**src/rtl/nor_id_pkg.sv**
```systemverilog
// Package nor_id_pkg
// Shared types and the fixed command script of the identification sequencer.
// Assumes word offsets fit in 12 bits and command bytes in 8 bits.
package nor_id_pkg;

    typedef enum logic {
        ST_IDLE   = 1'b0,
        ST_ACCESS = 1'b1
    } seq_state_t;

    typedef struct packed {
        logic        we;
        logic [11:0] offset;
        logic [7:0]  cmd;
    } step_t;

    localparam int NUM_STEPS = 5;
    localparam int STEP_W    = 3;
    localparam logic [STEP_W-1:0] READ_STEP = 3'd3;
    localparam logic [STEP_W-1:0] LAST_STEP = 3'(NUM_STEPS - 1);

    // Returns the access of script position idx; the order is the protocol.
    function automatic step_t step_info(input logic [STEP_W-1:0] idx);
        step_t s;
        case (idx)
            3'd0:    s = '{we: 1'b1, offset: 12'h555, cmd: 8'hAA};
            3'd1:    s = '{we: 1'b1, offset: 12'h2AA, cmd: 8'h55};
            3'd2:    s = '{we: 1'b1, offset: 12'h555, cmd: 8'h90};
            3'd3:    s = '{we: 1'b0, offset: 12'h000, cmd: 8'h00};
            default: s = '{we: 1'b1, offset: 12'h000, cmd: 8'hF0};
        endcase
        return s;
    endfunction

endpackage

```
**src/rtl/nor_id_cmd_gen.sv**
```systemverilog
// Module nor_id_cmd_gen
// Turns a script position and the bus arrangement into the write enable,
// byte address and data word of that access. Purely combinational.
// Assumes DATA_W is a multiple of 16 and at least 32, ADDR_W >= 14.
module nor_id_cmd_gen
    import nor_id_pkg::*;
#(
    parameter int ADDR_W = 24,
    parameter int DATA_W = 32
) (
    input  logic [STEP_W-1:0] step,
    input  logic              pair,
    output logic              we,
    output logic [ADDR_W-1:0] addr,
    output logic [DATA_W-1:0] wdata
);
    localparam int LANES = DATA_W / 16;

    step_t              cur;
    logic [ADDR_W-1:0]  off_ext;

    // Look up the step and scale its word offset by the bus arrangement.
    always_comb begin
        cur     = step_info(step);
        off_ext = ADDR_W'(cur.offset);
        we      = cur.we;
        addr    = pair ? (off_ext << 2) : (off_ext << 1);
    end

    // Each 16-bit lane carries the command if its device is present.
    for (genvar g = 0; g < LANES; g++) begin : g_lane
        if (g == 0) begin : g_first
            assign wdata[g*16 +: 16] = {8'h00, cur.cmd};
        end else if (g == 1) begin : g_second
            assign wdata[g*16 +: 16] = pair ? {8'h00, cur.cmd} : 16'h0000;
        end else begin : g_rest
            assign wdata[g*16 +: 16] = 16'h0000;
        end
    end

endmodule

```
**src/rtl/nor_id_pwrup_timer.sv**
```systemverilog
// Module nor_id_pwrup_timer
// Counts clocks after reset and raises ready once PWRUP_CYCLES have passed.
// Assumes PWRUP_CYCLES >= 1; the count saturates.
module nor_id_pwrup_timer #(
    parameter int PWRUP_CYCLES = 64
) (
    input  logic clk,
    input  logic rst_n,
    output logic ready
);
    localparam int CNT_W = $clog2(PWRUP_CYCLES + 1);
    localparam logic [CNT_W-1:0] CNT_END = CNT_W'(PWRUP_CYCLES);

    logic [CNT_W-1:0] cnt;

    // Advance the recovery count until it reaches the programmed wait.
    always_ff @(posedge clk) begin
        if (!rst_n)              cnt <= '0;
        else if (cnt != CNT_END) cnt <= cnt + 1'b1;
    end

    assign ready = (cnt == CNT_END);

    a_r1_cnt_bounded: assert property (@(posedge clk) disable iff (!rst_n)
        cnt <= CNT_END);

    a_r1_ready_sticks: assert property (@(posedge clk) disable iff (!rst_n)
        ready |=> ready);

endmodule

```
**src/rtl/nor_id_ack_watch.sv**
```systemverilog
// Module nor_id_ack_watch
// Counts the cycles an access has been outstanding and flags expiry on its
// ACK_LIMIT-th cycle without an acknowledge. Restarts after every ack.
// Assumes ACK_LIMIT >= 2.
module nor_id_ack_watch #(
    parameter int ACK_LIMIT = 16
) (
    input  logic clk,
    input  logic rst_n,
    input  logic active,
    input  logic ack,
    output logic expire
);
    localparam int CNT_W = $clog2(ACK_LIMIT + 1);
    localparam logic [CNT_W-1:0] CNT_LAST = CNT_W'(ACK_LIMIT - 1);

    logic [CNT_W-1:0] cnt;

    // Count waiting cycles of the current access; clear on ack or idle.
    always_ff @(posedge clk) begin
        if (!rst_n || !active || ack) cnt <= '0;
        else if (cnt != CNT_LAST)     cnt <= cnt + 1'b1;
    end

    assign expire = active && !ack && (cnt == CNT_LAST);

    a_r8_cnt_bounded: assert property (@(posedge clk) disable iff (!rst_n)
        cnt <= CNT_LAST);

endmodule

```
**src/rtl/nor_id_seq.sv**
```systemverilog
// Module nor_id_seq
// Identification sequencer for a parallel NOR flash. On start, after the
// power-up wait, it runs unlock, unlock, identify, read code, return-to-read
// on a request/acknowledge memory port, stores the code and pulses done.
// Assumes bus_ack is a one-cycle response to a held bus_req.
module nor_id_seq
    import nor_id_pkg::*;
#(
    parameter int ADDR_W       = 24,
    parameter int DATA_W       = 32,
    parameter int ID_W         = 16,
    parameter int PWRUP_CYCLES = 64,
    parameter int ACK_LIMIT    = 16
) (
    input  logic              clk,
    input  logic              rst_n,
    input  logic              start,
    input  logic              pair_mode,
    output logic              bus_req,
    output logic              bus_we,
    output logic [ADDR_W-1:0] bus_addr,
    output logic [DATA_W-1:0] bus_wdata,
    input  logic [DATA_W-1:0] bus_rdata,
    input  logic              bus_ack,
    output logic [ID_W-1:0]   id_value,
    output logic              done,
    output logic              timeout_err
);
    seq_state_t        state;
    logic [STEP_W-1:0] step;
    logic              mode_q;
    logic              start_pend;
    logic [ID_W-1:0]   id_q;
    logic              done_q;
    logic              tmo_q;
    logic              pwr_ready;
    logic              ack_expire;
    logic              unused_rdata;

    assign unused_rdata = ^bus_rdata[DATA_W-1:ID_W];

    nor_id_pwrup_timer #(.PWRUP_CYCLES(PWRUP_CYCLES)) i_timer (
        .clk   (clk),
        .rst_n (rst_n),
        .ready (pwr_ready)
    );

    nor_id_ack_watch #(.ACK_LIMIT(ACK_LIMIT)) i_watch (
        .clk    (clk),
        .rst_n  (rst_n),
        .active (bus_req),
        .ack    (bus_ack),
        .expire (ack_expire)
    );

    nor_id_cmd_gen #(.ADDR_W(ADDR_W), .DATA_W(DATA_W)) i_cmd (
        .step  (step),
        .pair  (mode_q),
        .we    (bus_we),
        .addr  (bus_addr),
        .wdata (bus_wdata)
    );

    // Sequencer: start capture, step advance, code capture, end of run.
    always_ff @(posedge clk) begin
        if (!rst_n) begin
            state      <= ST_IDLE;
            step       <= '0;
            mode_q     <= 1'b0;
            start_pend <= 1'b0;
            id_q       <= '0;
            done_q     <= 1'b0;
            tmo_q      <= 1'b0;
        end else begin
            done_q <= 1'b0;
            case (state)
                ST_IDLE: begin
                    if (pwr_ready && (start || start_pend)) begin
                        state      <= ST_ACCESS;
                        step       <= '0;
                        mode_q     <= pair_mode;
                        tmo_q      <= 1'b0;
                        start_pend <= 1'b0;
                    end else if (start) begin
                        start_pend <= 1'b1;
                    end
                end
                default: begin
                    if (bus_ack) begin
                        if (step == READ_STEP) id_q <= bus_rdata[ID_W-1:0];
                        if (step == LAST_STEP) begin
                            state  <= ST_IDLE;
                            done_q <= 1'b1;
                        end else begin
                            step <= step + 1'b1;
                        end
                    end else if (ack_expire) begin
                        state  <= ST_IDLE;
                        tmo_q  <= 1'b1;
                        done_q <= 1'b1;
                    end
                end
            endcase
        end
    end

    assign bus_req     = (state == ST_ACCESS);
    assign id_value    = id_q;
    assign done        = done_q;
    assign timeout_err = tmo_q;

    // no request while the flash is still recovering.
    a_r1_no_early_req: assert property (@(posedge clk) disable iff (!rst_n)
        !pwr_ready |-> !bus_req);

    // an unacknowledged, unexpired request keeps its fields.
    a_r5_hold_fields: assert property (@(posedge clk) disable iff (!rst_n)
        (bus_req && !bus_ack && !ack_expire) |=>
            (bus_req && $stable(bus_addr) && $stable(bus_we) && $stable(bus_wdata)));

    // paired arrangement writes identical halves.
    a_r4_pair_lanes: assert property (@(posedge clk) disable iff (!rst_n)
        (bus_req && bus_we && mode_q) |-> (bus_wdata[31:16] == bus_wdata[15:0]));

    // done lasts one cycle.
    a_r7_done_pulse: assert property (@(posedge clk) disable iff (!rst_n)
        done |=> !done);

    // the error appears together with the end-of-run pulse and no request.
    a_r8_tmo_with_done: assert property (@(posedge clk) disable iff (!rst_n)
        $rose(timeout_err) |-> (done && !bus_req));

endmodule

```
**config.mk**
```make
export PLATFORM = sky130hd
export DESIGN_NAME = nor_id_seq
export DESIGN_NICKNAME = d
export VERILOG_FILES = /design/src/rtl/nor_id_pkg.sv /design/src/rtl/nor_id_cmd_gen.sv /design/src/rtl/nor_id_pwrup_timer.sv /design/src/rtl/nor_id_ack_watch.sv /design/src/rtl/nor_id_seq.sv
export SDC_FILE = /design/constraint.sdc
export NUM_CORES = 1
export LEC_CHECK = 0
export BUFFER_PORTS_ARGS = -buffer_cell sky130_fd_sc_hd__clkbuf_2
export CORE_ASPECT_RATIO = 1.2
export CORE_UTILIZATION = 44
export DETAILED_ROUTE_END_ITERATION = 6
export PLACE_DENSITY = 0.77
export SYNTH_ARGS = -nofsm -noshare
export SYNTH_HDL_FRONTEND = slang
export SYNTH_SLANG_ARGS = --single-unit
```
**constraint.sdc**
```tcl
create_clock -name clk -period 2.3 [get_ports clk]
set_clock_uncertainty 0.05 [all_clocks]
set_input_delay 0 -clock clk [delete_from_list [all_inputs] [get_ports clk]]
set_output_delay 0 -clock clk [all_outputs]
set_load 0.005 [all_outputs]
```
==> results.sh <==
export IMPL_yosysUniqueCellTypes=32
export IMPL_reg2reg_depth=3
export IMPL_syn_to_final_growth_pct=20.74
export IMPL_detail_route_wirelength_microns=3722
export IMPL_hpwl_microns=2586
export IMPL_cts_setup_buffers=0
export IMPL_routed_via_count=1692
export IMPL_rows=26
export IMPL_synth_top_area_share_pct=36.76
export IMPL_syn_cell_area_sq_mm=0.001961
export IMPL_clk_path_buf_depth=2
export IMPL_num_antenna_cells=0
export IMPL_critPathCapture="timeout_err"
export IMPL_die_area_sq_mm=0.004728
export IMPL_path_cells="or4_1 -> or4_4 -> a32o_1"
export IMPL_antenna_found_initial=0
export IMPL_maxCapViolations=0
export IMPL_overflow=0
export IMPL_finalCritPeriodShare_pct=86.53
export IMPL_drive_above_1_share_pct=24.76
export IMPL_layoutNonFillerInstCount=367
export IMPL_slowest_stage="or4_1"
export IMPL_fin_area_sq_mm=0.002367
export IMPL_io_pins=113
export IMPL_tritoncts_num_buffers=5
export IMPL_drtIter0Drc=41
export IMPL_gp_congestion=0.7595
export IMPL_die_h_microns=75.13
export IMPL_fin_crit_ps=1990
export IMPL_worst_pin_slew_ps=633.6
export IMPL_avgSynthCellArea_sq_um=8.003
export IMPL_required_ps=2420
export IMPL_hold_viol_final=0
export IMPL_dp_cells=344
export IMPL_synth_ff_latch_count=36
export IMPL_arrival_ps=2110
export IMPL_core_area_sq_mm=0.004262
export IMPL_vias_per_cell=4.610
export IMPL_regToRegEndpoint="timeout_err"
export IMPL_cts_htree_levels=2
export IMPL_slowest_delay_ps=640
export IMPL_grt_start_max_net_pins=22
export IMPL_path_delay_family="simple AND/OR/NAND/NOR gates"
export IMPL_crit_path_end_kind="flip-flop"
export IMPL_worstSetupStartpoint="i_timer.cnt[2]"
export IMPL_start_kind="flip-flop"
export IMPL_p_leak_nw=1.119
export IMPL_cts_resized=0
export IMPL_slew_headroom_pct=57.72
export IMPL_synth_area_leaders="dfxtp_1 (37%), buf_4 (15%), nand2_1 (7.7%), a21oi_1 (5.9%), ha_1 (5.7%)"
export IMPL_rsz0062_at_grt="false"
export IMPL_hold_class="primary input to flip-flop"
export IMPL_dr_pass1_iters=4
export IMPL_synthCells=245
export IMPL_r2r_setup_slack_ps=310
export IMPL_synth_area_leader_cell="dfxtp_1"
export IMPL_cp_max_fo=7
export IMPL_start_util_pct=46.01
export IMPL_nNetsFinal=359
export IMPL_reg2reg_from="i_timer.cnt[2]"
export IMPL_dpl_cell_area_sq_mm=0.002118
export IMPL_power_density_mw_per_mm2=466.0
export IMPL_setup_viol_count_final=0
export IMPL_io_buffer_count=68
export IMPL_critPathKind="flip-flop to flip-flop"
export IMPL_grt_pass1_wl_microns=5865
export IMPL_yosysSeqAreaShare_pct=36.76
export IMPL_grt_pass1_vias=1415
export IMPL_cp_depth=3
export IMPL_die_w_microns=62.94
export IMPL_fmaxAchievable_mhz=502.5
export IMPL_wl_per_cell_microns=10.14
export IMPL_ys_warn_count=0
export IMPL_final_cell_mix="clkbuf_2 (68), nand2_1 (40), dfxtp_1 (36)"
export IMPL_cts_tree="done"
export IMPL_grt_usage_pct=15.76
export IMPL_clk_pin_slew_ps=60
export IMPL_slew_viol_final=0
export IMPL_cts_root_buf="clkbuf_8"
export IMPL_fin_tns_setup_ps=0
export IMPL_clk_latency_ps=280
export IMPL_ant_nets=0
export IMPL_post_route_drc_count=0
export IMPL_peakVddDrop_mv=0.5319
export IMPL_critical_path_buf_inv_count=0
export IMPL_final_common_cell="clkbuf_2"
export IMPL_status="completed"
export IMPL_fill_cells=391
export IMPL_clock_sinks=36
-- worst min path at each step --
| stage | startpoint | to | slack [ps] | depth (start not counted) |
|---|---|---|---|---|
| global route | rst_n | step[2] | 40 | 2 |
| finish | rst_n | mode_q | 20 | 3 |
| detailed placement | bus_rdata[6] | id_value[6] | 180 | 3 |
| floorplan | bus_rdata[0] | id_value[0] | 90 | 2 |
| global placement | bus_rdata[3] | id_value[3] | 170 | 3 |
| CTS | rst_n | step[0] | 30 | 2 |
-- repair_timing --
item | in CTS | in global routing
endpoints found under the hold margin | 18 | 0
setup endpoints to repair | 0 | 0
hold buffers | 18 | 0
-- report_power, final --
group	leakage [nW]	switching, mW	total, mW	internal (mW)
sequential	0.291	0.00625	0.636	0.630
clock	0.0359	0.192	0.387	0.195
combinational	0.792	0.0396	0.0805	0.0408
-- cell type report --
type | count | area (sq um) | share of cell area (%)
tap | 56 | 70.07 | 2.960
clock buffer | 5 | 68.82 | 2.907
multi-input combinational | 176 | 957.2 | 40.43
sequential | 36 | 720.7 | 30.44
timing repair buffer | 86 | 520.5 | 21.99
inverter | 8 | 30.03 | 1.268
-- cells by family (layout without fill, tap and decap cells) --
| family | count (synthesis) | after routing | synth area share [%] |
|---|---|---|---|
| flops | 36 | 36 | 36.76 |
| other cells | 1 | 28 | 0.1913 |
| mux | 2 | 2 | 1.021 |
| compound gates | 37 | 37 | 11.30 |
| buf+inv | 60 | 99 | 19.59 |
| simple gates | 94 | 94 | 22.72 |
| fa+ha+maj | 9 | 9 | 5.744 |
| xor+xnor | 6 | 6 | 2.680 |
-- through the flow --
step                util (%)  worst slack [ps]  hold slack (ps)  total power, mW
floorplan                  -             316.0            85.97           0.7180
global placement       49.71             336.5            172.2           0.7034
detailed placement     49.71             320.6            178.7           0.7042
CTS                    55.55             306.3            26.28            1.116
global route           55.55             256.7            41.14            1.143
finish                 55.55             309.9            19.51            1.103
-- flip-flops by register name, indices dropped and copies added (netlist names) --
name / flops
bus_req: 1
id_value: 16
done: 1
i_watch.cnt: 5
timeout_err: 1
mode_q: 1
i_timer.cnt: 7
step: 3
start_pend: 1
-- routing by layer --
layer / global-route usage (%) / part of all wire [%]
met3: 4.091 / 6.7
met1: 16.77 / 40
met5: 0 / 0
met4: 9.302 / 2.0
met2: 28.43 / 51
-- Yosys cell counts, drive strengths merged --
cell type,instances
a21oi,23
nand2,40
nor3,7
o21ai,4
nand4b,1
xor2,4
a211oi,1
o211a,3
o21a,3
nand3,4
dfxtp,36
buf,42
or2,4
or4,2
ha,9
inv,8
a211o,1
a21o,1
nor2,15
clkbuf,10
conb,1
a32o,1
xnor2,2
nor2b,6
and3,2
and2,7
mux2i,2
or3,6
-- worst reg2reg max path, delay by kind of cell (launching register included) --
family,cells,cell delay [ps]
compound gates,1,280
flops,1,340
simple gates,2,1220
Power figures use the tool's default switching activity.
